<file path="config.mk">
export PLATFORM = sky130hd
export DESIGN_NAME = boot_lock_mgr
export DESIGN_NICKNAME = d
export VERILOG_FILES = /design/src/rtl/blk_lock_pkg.sv /design/src/rtl/blk_addr_map.sv /design/src/rtl/lock_cmd_fsm.sv /design/src/rtl/lock_state_array.sv /design/src/rtl/boot_lock_mgr.sv
export SDC_FILE = /design/constraint.sdc
export NUM_CORES = 1
export LEC_CHECK = 0
export BUFFER_PORTS_ARGS = -buffer_cell sky130_fd_sc_hd__buf_2
export CAP_MARGIN = 10
export CORE_AREA = 2 2 84 86
export DETAILED_ROUTE_END_ITERATION = 10
export DIE_AREA = 0 0 86 88
export GPL_TIMING_DRIVEN = 0
export PLACE_DENSITY = 0.79
export SLEW_MARGIN = 20
export SYNTH_ARGS = -nofsm -noshare
export SYNTH_HDL_FRONTEND = slang
export SYNTH_SLANG_ARGS = --single-unit
</file>
<file path="constraint.sdc">
create_clock -name clk -period 4.1 [get_ports clk]
set_input_delay 0.205 -clock clk [delete_from_list [all_inputs] [get_ports clk]]
set_output_delay 0.205 -clock clk [all_outputs]
set_load 0.02 [all_outputs]
</file>
<file path="src/rtl/blk_lock_pkg.sv">
// Package: command bytes and update opcodes shared by the lock manager.
// Assumes 8-bit command bytes on the low data lane.
package blk_lock_pkg;
    localparam logic [7:0] CMD_SETUP  = 8'h60;
    localparam logic [7:0] CMD_LOCK   = 8'h01;
    localparam logic [7:0] CMD_UNLOCK = 8'hD0;
    localparam logic [7:0] CMD_LDOWN  = 8'h2F;

    typedef enum logic [1:0] {
        OP_LOCK   = 2'd0,
        OP_UNLOCK = 2'd1,
        OP_LDOWN  = 2'd2
    } lk_op_e;
endpackage

</file>
<file path="src/rtl/blk_addr_map.sv">
// Module: blk_addr_map
// Maps a word address to a block index for a bottom- or top-boot layout.
// It also flags whether the address is word offset 2 of its block and
// whether it falls inside the array.
// Assumes block sizes are powers of two and each region is aligned to its own block size.
module blk_addr_map #(
    parameter int ADDR_W      = 20,
    parameter int NUM_PARAM   = 8,
    parameter int NUM_MAIN    = 15,
    parameter int PARAM_SHIFT = 12,
    parameter int MAIN_SHIFT  = 15,
    parameter bit TOP_BOOT    = 1'b0,
    parameter int IDX_W       = 5
) (
    input  logic [ADDR_W-1:0] addr,
    output logic [IDX_W-1:0]  idx,
    output logic              at_status,
    output logic              in_range
);
    localparam int AW1 = ADDR_W + 1;
    localparam logic [AW1-1:0] P_SPAN = AW1'(NUM_PARAM << PARAM_SHIFT);
    localparam logic [AW1-1:0] M_SPAN = AW1'(NUM_MAIN << MAIN_SHIFT);
    localparam logic [AW1-1:0] P_MASK = AW1'((1 << PARAM_SHIFT) - 1);
    localparam logic [AW1-1:0] M_MASK = AW1'((1 << MAIN_SHIFT) - 1);

    logic [AW1-1:0] a_ext;
    logic [AW1-1:0] rel;
    logic           small_blk;

    assign a_ext = {1'b0, addr};

    generate
        if (TOP_BOOT == 1'b0) begin : g_bottom
            // Purpose: small blocks from word 0, main blocks after them.
            always_comb begin
                if (a_ext < P_SPAN) begin
                    rel       = a_ext;
                    small_blk = 1'b1;
                    idx       = IDX_W'(a_ext >> PARAM_SHIFT);
                end else begin
                    rel       = a_ext - P_SPAN;
                    small_blk = 1'b0;
                    idx       = IDX_W'(NUM_PARAM) + IDX_W'(rel >> MAIN_SHIFT);
                end
            end
        end else begin : g_top
            // Purpose: main blocks from word 0, small blocks after them.
            always_comb begin
                if (a_ext < M_SPAN) begin
                    rel       = a_ext;
                    small_blk = 1'b0;
                    idx       = IDX_W'(a_ext >> MAIN_SHIFT);
                end else begin
                    rel       = a_ext - M_SPAN;
                    small_blk = 1'b1;
                    idx       = IDX_W'(NUM_MAIN) + IDX_W'(rel >> PARAM_SHIFT);
                end
            end
        end
    endgenerate

    // Purpose: offset-2 detection within the block and range check.
    always_comb begin
        at_status = ((rel & (small_blk ? P_MASK : M_MASK)) == AW1'(2));
        in_range  = (a_ext < (P_SPAN + M_SPAN));
    end
endmodule

</file>
<file path="src/rtl/lock_cmd_fsm.sv">
// Module: lock_cmd_fsm
// Two-write decoder: a setup byte arms it, and the next write confirms or errs.
// Assumes wr_en is high for one cycle per bus write.
module lock_cmd_fsm
    import blk_lock_pkg::*;
(
    input  logic       clk,
    input  logic       rst_n,
    input  logic       wr_en,
    input  logic [7:0] wr_data,
    input  logic       addr_ok,
    output logic       upd_en,
    output lk_op_e     upd_op,
    output logic       seq_err,
    output logic       addr_err
);
    logic armed_q;
    logic bad_byte;
    logic bad_addr;
    logic known;

    // Purpose: classify the confirm byte while armed.
    always_comb begin
        known  = 1'b0;
        upd_op = OP_LOCK;
        if (wr_data == CMD_LOCK) begin
            known = 1'b1;
            upd_op = OP_LOCK;
        end else if (wr_data == CMD_UNLOCK) begin
            known = 1'b1;
            upd_op = OP_UNLOCK;
        end else if (wr_data == CMD_LDOWN) begin
            known = 1'b1;
            upd_op = OP_LDOWN;
        end
        bad_byte = wr_en && armed_q && !known;
        bad_addr = wr_en && armed_q && known && !addr_ok;
        upd_en   = wr_en && armed_q && known && addr_ok;
    end

    // Purpose: arm state and registered error pulses.
    always_ff @(posedge clk) begin
        if (!rst_n) begin
            armed_q  <= 1'b0;
            seq_err  <= 1'b0;
            addr_err <= 1'b0;
        end else begin
            seq_err  <= bad_byte;
            addr_err <= bad_addr;
            if (wr_en) begin
                armed_q <= !armed_q && (wr_data == CMD_SETUP);
            end
        end
    end

    AST_ERR_EXCLUSIVE: assert property (@(posedge clk) disable iff (!rst_n)
        !(seq_err && addr_err));
    AST_CONFIRM_DISARMS: assert property (@(posedge clk) disable iff (!rst_n)
        (wr_en && armed_q) |=> !armed_q);
endmodule

</file>
<file path="src/rtl/lock_state_array.sv">
// Module: lock_state_array
// Holds the locked and locked-down bits of every block and serves two read ports.
// Assumes at most one update per cycle. An index beyond the last block reads as zero.
module lock_state_array
    import blk_lock_pkg::*;
#(
    parameter int NUM_BLK = 23,
    parameter int IDX_W   = 5
) (
    input  logic             clk,
    input  logic             rst_n,
    input  logic             wp_n,
    input  logic             upd_en,
    input  logic [IDX_W-1:0] upd_idx,
    input  lk_op_e           upd_op,
    input  logic [IDX_W-1:0] qa_idx,
    output logic             qa_locked,
    output logic             qa_ldown,
    input  logic [IDX_W-1:0] qb_idx,
    output logic             qb_locked
);
    localparam logic [IDX_W-1:0] LAST = IDX_W'(NUM_BLK - 1);

    logic [NUM_BLK-1:0] locked_q;
    logic [NUM_BLK-1:0] ldown_q;

    generate
        for (genvar b = 0; b < NUM_BLK; b++) begin : g_blk
            // Purpose: per-block lock and sticky lock-down state.
            always_ff @(posedge clk) begin
                if (!rst_n) begin
                    locked_q[b] <= 1'b1;
                    ldown_q[b]  <= 1'b0;
                end else if (upd_en && (upd_idx == IDX_W'(b))) begin
                    case (upd_op)
                        OP_LOCK:   locked_q[b] <= 1'b1;
                        OP_LDOWN: begin
                            locked_q[b] <= 1'b1;
                            ldown_q[b]  <= 1'b1;
                        end
                        default: begin
                            if (!(ldown_q[b] && !wp_n)) begin
                                locked_q[b] <= 1'b0;
                            end
                        end
                    endcase
                end
            end

            AST_LDOWN_STICKY: assert property (@(posedge clk) disable iff (!rst_n)
                ldown_q[b] |=> ldown_q[b]);
            AST_WP_HOLDS_LOCK: assert property (@(posedge clk) disable iff (!rst_n)
                (ldown_q[b] && locked_q[b] && !wp_n) |=> locked_q[b]);
        end
    endgenerate

    // Purpose: guarded read ports.
    always_comb begin
        qa_locked = (qa_idx <= LAST) ? locked_q[qa_idx] : 1'b0;
        qa_ldown  = (qa_idx <= LAST) ? ldown_q[qa_idx]  : 1'b0;
        qb_locked = (qb_idx <= LAST) ? locked_q[qb_idx] : 1'b0;
    end
endmodule

</file>
<file path="src/rtl/boot_lock_mgr.sv">
// Module: boot_lock_mgr (top)
// Per-block lock manager for a boot-block flash map. It decodes lock commands,
// answers status reads at block offset 2 and gives a locked flag to the program/erase engine.
// Assumes the outer command decoder asserts cfg_rd_en during configuration-read mode.
module boot_lock_mgr
    import blk_lock_pkg::*;
#(
    parameter int ADDR_W      = 20,
    parameter int NUM_PARAM   = 8,
    parameter int NUM_MAIN    = 15,
    parameter int PARAM_SHIFT = 12,
    parameter int MAIN_SHIFT  = 15,
    parameter bit TOP_BOOT    = 1'b0
) (
    input  logic              clk,
    input  logic              rst_n,
    input  logic              wp_n,
    input  logic              wr_en,
    input  logic [ADDR_W-1:0] wr_addr,
    input  logic [7:0]        wr_data,
    input  logic              cfg_rd_en,
    input  logic [ADDR_W-1:0] cfg_rd_addr,
    output logic              cfg_rd_valid,
    output logic [7:0]        cfg_rd_data,
    input  logic [ADDR_W-1:0] pe_addr,
    output logic              pe_locked,
    output logic              seq_err,
    output logic              addr_err
);
    localparam int NUM_BLK = NUM_PARAM + NUM_MAIN;
    localparam int IDX_W   = $clog2(NUM_BLK);
    localparam logic [IDX_W-1:0] LAST = IDX_W'(NUM_BLK - 1);

    logic [IDX_W-1:0] wr_idx, rd_idx, pe_idx;
    logic wr_stat, wr_ok, rd_stat, rd_ok, pe_stat, pe_ok;
    logic upd_en, rd_locked, rd_ldown, pe_blk_locked;
    lk_op_e upd_op;

    blk_addr_map #(.ADDR_W(ADDR_W), .NUM_PARAM(NUM_PARAM), .NUM_MAIN(NUM_MAIN),
        .PARAM_SHIFT(PARAM_SHIFT), .MAIN_SHIFT(MAIN_SHIFT), .TOP_BOOT(TOP_BOOT),
        .IDX_W(IDX_W)) u_map_wr (
        .addr(wr_addr), .idx(wr_idx), .at_status(wr_stat), .in_range(wr_ok));

    blk_addr_map #(.ADDR_W(ADDR_W), .NUM_PARAM(NUM_PARAM), .NUM_MAIN(NUM_MAIN),
        .PARAM_SHIFT(PARAM_SHIFT), .MAIN_SHIFT(MAIN_SHIFT), .TOP_BOOT(TOP_BOOT),
        .IDX_W(IDX_W)) u_map_rd (
        .addr(cfg_rd_addr), .idx(rd_idx), .at_status(rd_stat), .in_range(rd_ok));

    blk_addr_map #(.ADDR_W(ADDR_W), .NUM_PARAM(NUM_PARAM), .NUM_MAIN(NUM_MAIN),
        .PARAM_SHIFT(PARAM_SHIFT), .MAIN_SHIFT(MAIN_SHIFT), .TOP_BOOT(TOP_BOOT),
        .IDX_W(IDX_W)) u_map_pe (
        .addr(pe_addr), .idx(pe_idx), .at_status(pe_stat), .in_range(pe_ok));

    lock_cmd_fsm u_fsm (
        .clk(clk), .rst_n(rst_n), .wr_en(wr_en), .wr_data(wr_data),
        .addr_ok(wr_ok), .upd_en(upd_en), .upd_op(upd_op),
        .seq_err(seq_err), .addr_err(addr_err));

    lock_state_array #(.NUM_BLK(NUM_BLK), .IDX_W(IDX_W)) u_state (
        .clk(clk), .rst_n(rst_n), .wp_n(wp_n),
        .upd_en(upd_en), .upd_idx(wr_idx), .upd_op(upd_op),
        .qa_idx(rd_idx), .qa_locked(rd_locked), .qa_ldown(rd_ldown),
        .qb_idx(pe_idx), .qb_locked(pe_blk_locked));

    // Purpose: status byte for configuration reads and engine lock flag.
    always_comb begin
        cfg_rd_valid = cfg_rd_en && rd_ok && rd_stat;
        cfg_rd_data  = cfg_rd_valid ? {6'b0, rd_ldown, rd_locked} : 8'h00;
        pe_locked    = !pe_ok || pe_blk_locked;
    end

    AST_STAT_RSVD_ZERO: assert property (@(posedge clk) disable iff (!rst_n)
        cfg_rd_data[7:2] == 6'b0);
    AST_IDX_IN_RANGE: assert property (@(posedge clk) disable iff (!rst_n)
        rd_ok |-> (rd_idx <= LAST));
    AST_WR_IDX_IN_RANGE: assert property (@(posedge clk) disable iff (!rst_n)
        wr_ok |-> (wr_idx <= LAST));
endmodule

</file>
==> impl_metrics.csv <==
group,metric,value,unit
cts,clockRootBuffer,"clkbuf_8",
yosys,synth-compound-area-share,25.2,%
detailed_routing,drt_first_pass_iters,5,
cts,cts_setup_buffers,0,
worst_setup_path,path_class,"in -> out",
worst_setup_path,path_buf_inv,4,
sta,drv_slew,0,
floorplanning,pin_count,85,
sta,worst_pin_slew,1.06,ns
power_and_ir_drop,totalPowerFinal,1.02,mW
floorplanning,die_area,7570,um2
layout,fillers,604,
sta,hold_viol_final,0,
power_and_ir_drop,comb_power_share,18.0,%
cts,clk_pin_slew,0.10,ns
detailed_routing,drt-wirelength-per-cell,16.9,um
min_path,min_delay_path_depth,2,
min_path,hp-start,"wr_addr[19]",
yosys,syn_area,3270,um2
global_route,grt_pass1_wl,14100,um
layout,diodes,0,
worst_setup_path,path_max_fanout,8,
yosys,synth_top_family_by_area,"compound AO/OA/AOI/OAI gates",
worst_setup_path,r2r_end,"u_state.locked_q[6]",
sta,min_period_over_period,74.8,%
layout,fin_area,3760,um2
placement,io_buffer_count,52,
worst_setup_path,slowest_delay,0.58,ns
yosys,syn_inst,385,
sta,finalSetupTns,0,ns
min_path,min_to,"u_fsm.addr_err",
detailed_routing,drtAntennaViolNets,0,
power_and_ir_drop,switching_share,28.3,%
min_path,hold_path.class,"in -> reg",
detailed_routing,routed-via-count,3206,
yosys,ys.flop_type,"dfxtp_1",
sta,skew,0.00627,ns
yosys,yosys.area_share.simple,23.2,%
layout,ff_latch_area,981,um2
placement,hpwlAfterDp,6940,um
power_and_ir_drop,p_int,733,uW
power_and_ir_drop,power_density,272,nW/um2
cts,cts_made_buffers,5,
floorplanning,die_x,86,um
worst_setup_path,crit_arrival,2.86,ns
yosys,ys_warn_count,0,
layout,layout-drive-gt1-share,19.6,%
global_route,grt_use_total,23.7,%
yosys,synth.area.top_cells,"dfxtp_1 (30%), nor2b_1 (6.3%), mux2i_1 (6.1%), mux4_2 (5.5%), o211ai_1 (5.5%)",
yosys,synth-seq-area-share,30.0,%
floorplanning,die_h,88,um
sta,relSlewSlack,28.9,%
yosys,synth_adder_area_share,1.15,%
worst_setup_path,setup.worst_path.end_class,"output pin",
global_route,grt_overflow_total,0,
yosys,synth_seq_cells,49,
status,outcome,"finished, final reports clean",
power_and_ir_drop,p_leak,1.47,nW
detailed_routing,drt-total-wl,8950,um
yosys,synth_cell_types,54,
yosys,async_reset_ff_share,0,%
placement,place_area,3650,um2
worst_setup_path,r2r_cells,6,
global_route,antenna_found_initial,0,
floorplanning,core-area,6640,um2
yosys,synth_mux_area_share,13.5,%
layout,multi_input_area,2130,um2
job,cap_violations,0,
sta,finalSetupViolCount,0,
worst_setup_path,start_kind,"input port",
cts,cts_resized,0,
detailed_routing,drt_iter0_markers,231,
yosys,synth_top_cell_by_area,"dfxtp_1",
sta,max_freq,326,MHz
placement,routabilityCongestion,0.894,
power_and_ir_drop,peakVddDrop,0.000191,V
layout,area_delta_synth_final,15.2,%
worst_setup_path,crit_family,"simple AND/OR/NAND/NOR gates",
yosys,synth_edf_count,0,
global_route,grt_pass1_vias,2992,
layout,fin_nets,525,
worst_setup_path,worstPathRequired,3.89,ns
floorplanning,initial_core_util,49.2,%
cts,h-tree-depth,2,
worst_setup_path,timing.rr.start,"u_fsm.armed_q",
detailed_routing,drc,0,
sta,hold_ws,0.208,ns
floorplanning,rows,30,
sta,final.min_clock_period,3.07,ns
cts,clock_latency,0.31,ns
cts,hold_buffers,0,
worst_setup_path,path_cells,"buf_2, inv_1, ha_1, or4b_4, nand2_1, o21a_1, clkbuf_1, mux4_2, nand2_1, nand3_1, a22o_1, buf_2",
worst_setup_path,r2r_setup_slack,2.07,ns
yosys,synth.avg_cell_area,8.49,um2
power_and_ir_drop,seqPwrFrac,46.5,%
cts,cts.sinks,49,
cts,cts_buffer_depth,2,
global_route,grt_max_degree,18,
yosys,synthXorXnorAreaFrac,1.61,%
power_and_ir_drop,pwr-share-clk,35.5,%
cts,cts_tree,"done",
detailed_routing,drt-vias-per-instance,6.05,
yosys,synth_top_area_share,30.0,%
worst_setup_path,crit_path_top_delay_cell,"mux4_2",
sta,rsz0062_at_grt,"no",
power_and_ir_drop,switchingPower,289,uW
routing by layer:
layer	global-route usage (%)	wire, um	vias up
met5	0	0	-
met4	10.5	239	0
met3	3.77	466	20
met2	40.1	4250	111
met1	29.8	3990	1517
li1	-	-	1558
cell families (layout without fill, tap and decap cells):
kind of cell | after synthesis | after routing
AO/OA/AOI/OAI | 121 | 121
buffers and inverters | 35 | 95
XOR/XNOR | 6 | 6
flip-flops | 49 | 49
multiplexers | 33 | 33
adder cells (fa/ha/maj) | 3 | 3
other | 1 | 6
AND/OR/NAND/NOR | 137 | 137
power by group through the flow:
| stage | logic [mW] | registers [mW] | clock network (mW) |
|---|---|---|---|
| 2_1_floorplan | 0.119 | 0.487 | 0 |
| 3_3_place_gp | 0.176 | 0.487 | 0 |
| 3_5_place_dp | 0.182 | 0.487 | 0 |
| 4_1_cts | 0.182 | 0.476 | 0.362 |
| 5_1_grt | 0.201 | 0.476 | 0.384 |
| 6_report | 0.184 | 0.476 | 0.363 |
cell usage in the layout, fill, tap and decap left out, drive strengths merged, types with 3 or more instances in the layout:
cell	instances
conb	6
clkbuf	15
nand3	15
o31ai	19
mux2i	20
ha	3
o21a	11
a21oi	23
nand4b	3
xor2	3
nor2b	33
o21ai	22
nor4	3
nand2	24
o211ai	24
nand4	4
a31oi	3
mux4	8
xnor2	3
nor3	11
a21boi	3
nand2b	7
dfxtp	49
mux2	5
buf	62
nor2	23
inv	17
worst max-delay path by stage:
stage / from / to / slack [ns] / cells after the start
finish: cfg_rd_addr[15] / cfg_rd_data[0] / 1.03 / 12
global route: cfg_rd_addr[15] / cfg_rd_data[0] / 0.86 / 12
CTS: cfg_rd_addr[15] / cfg_rd_data[0] / 1.02 / 12
detailed placement: cfg_rd_addr[15] / cfg_rd_data[0] / 1.01 / 12
global placement: cfg_rd_addr[15] / cfg_rd_data[1] / 1.08 / 13
floorplan: cfg_rd_addr[15] / cfg_rd_data[0] / 1.52 / 10
worst register-to-register path, cell delays in order (launching register included):
cell and delay [ns]:
dfxtp_1 0.37, nand2_1 0.10, a2111oi_4 0.53, nand3_1 0.21
buf_2 0.24, o31ai_1 0.30, o211ai_1 0.14
final cells by class:
cell class	instances	share of cell area [%]
plain buffers	20	3.06
clock buffers	5	1.83
clock inverters	3	1.26
inverters	15	1.50
multi-input cells	306	56.7
flip-flops and latches	49	26.1
well taps	80	2.66
repair buffers	52	6.91
cells in the mapped netlist, types with 3 or more instances:
cell type / n
xor2_1: 3
o21ai_0: 21
clkbuf_1: 10
nand2_1: 24
nand4_1: 3
mux4_2: 8
o31ai_1: 19
ha_1: 3
nand2b_1: 7
mux2_2: 4
nor2b_1: 33
nand4b_1: 3
a21oi_1: 23
a21boi_0: 3
a31oi_1: 3
o21a_1: 11
dfxtp_1: 49
nor2_1: 23
buf_4: 6
xnor2_1: 3
o211ai_1: 24
nand3_1: 13
mux2i_1: 20
nor4_1: 3
nor3_1: 11
inv_1: 15
sequential cells by signal, summed over array words and instances, names as in the netlist:
register          count
u_state.locked_q     23
u_fsm.seq_err         1
u_state.ldown_q      23
u_fsm.addr_err        1
u_fsm.armed_q         1
stage by stage:
stage	std cells	worst slack (ns)	util [%]
after floorplan	390	1.52	-
after global placement	522	1.08	54.9
after detailed placement	522	1.01	54.9
after CTS	530	1.02	56.6
after global routing	530	0.863	56.6
final	530	1.03	56.6
Power figures use the tool's default switching activity.
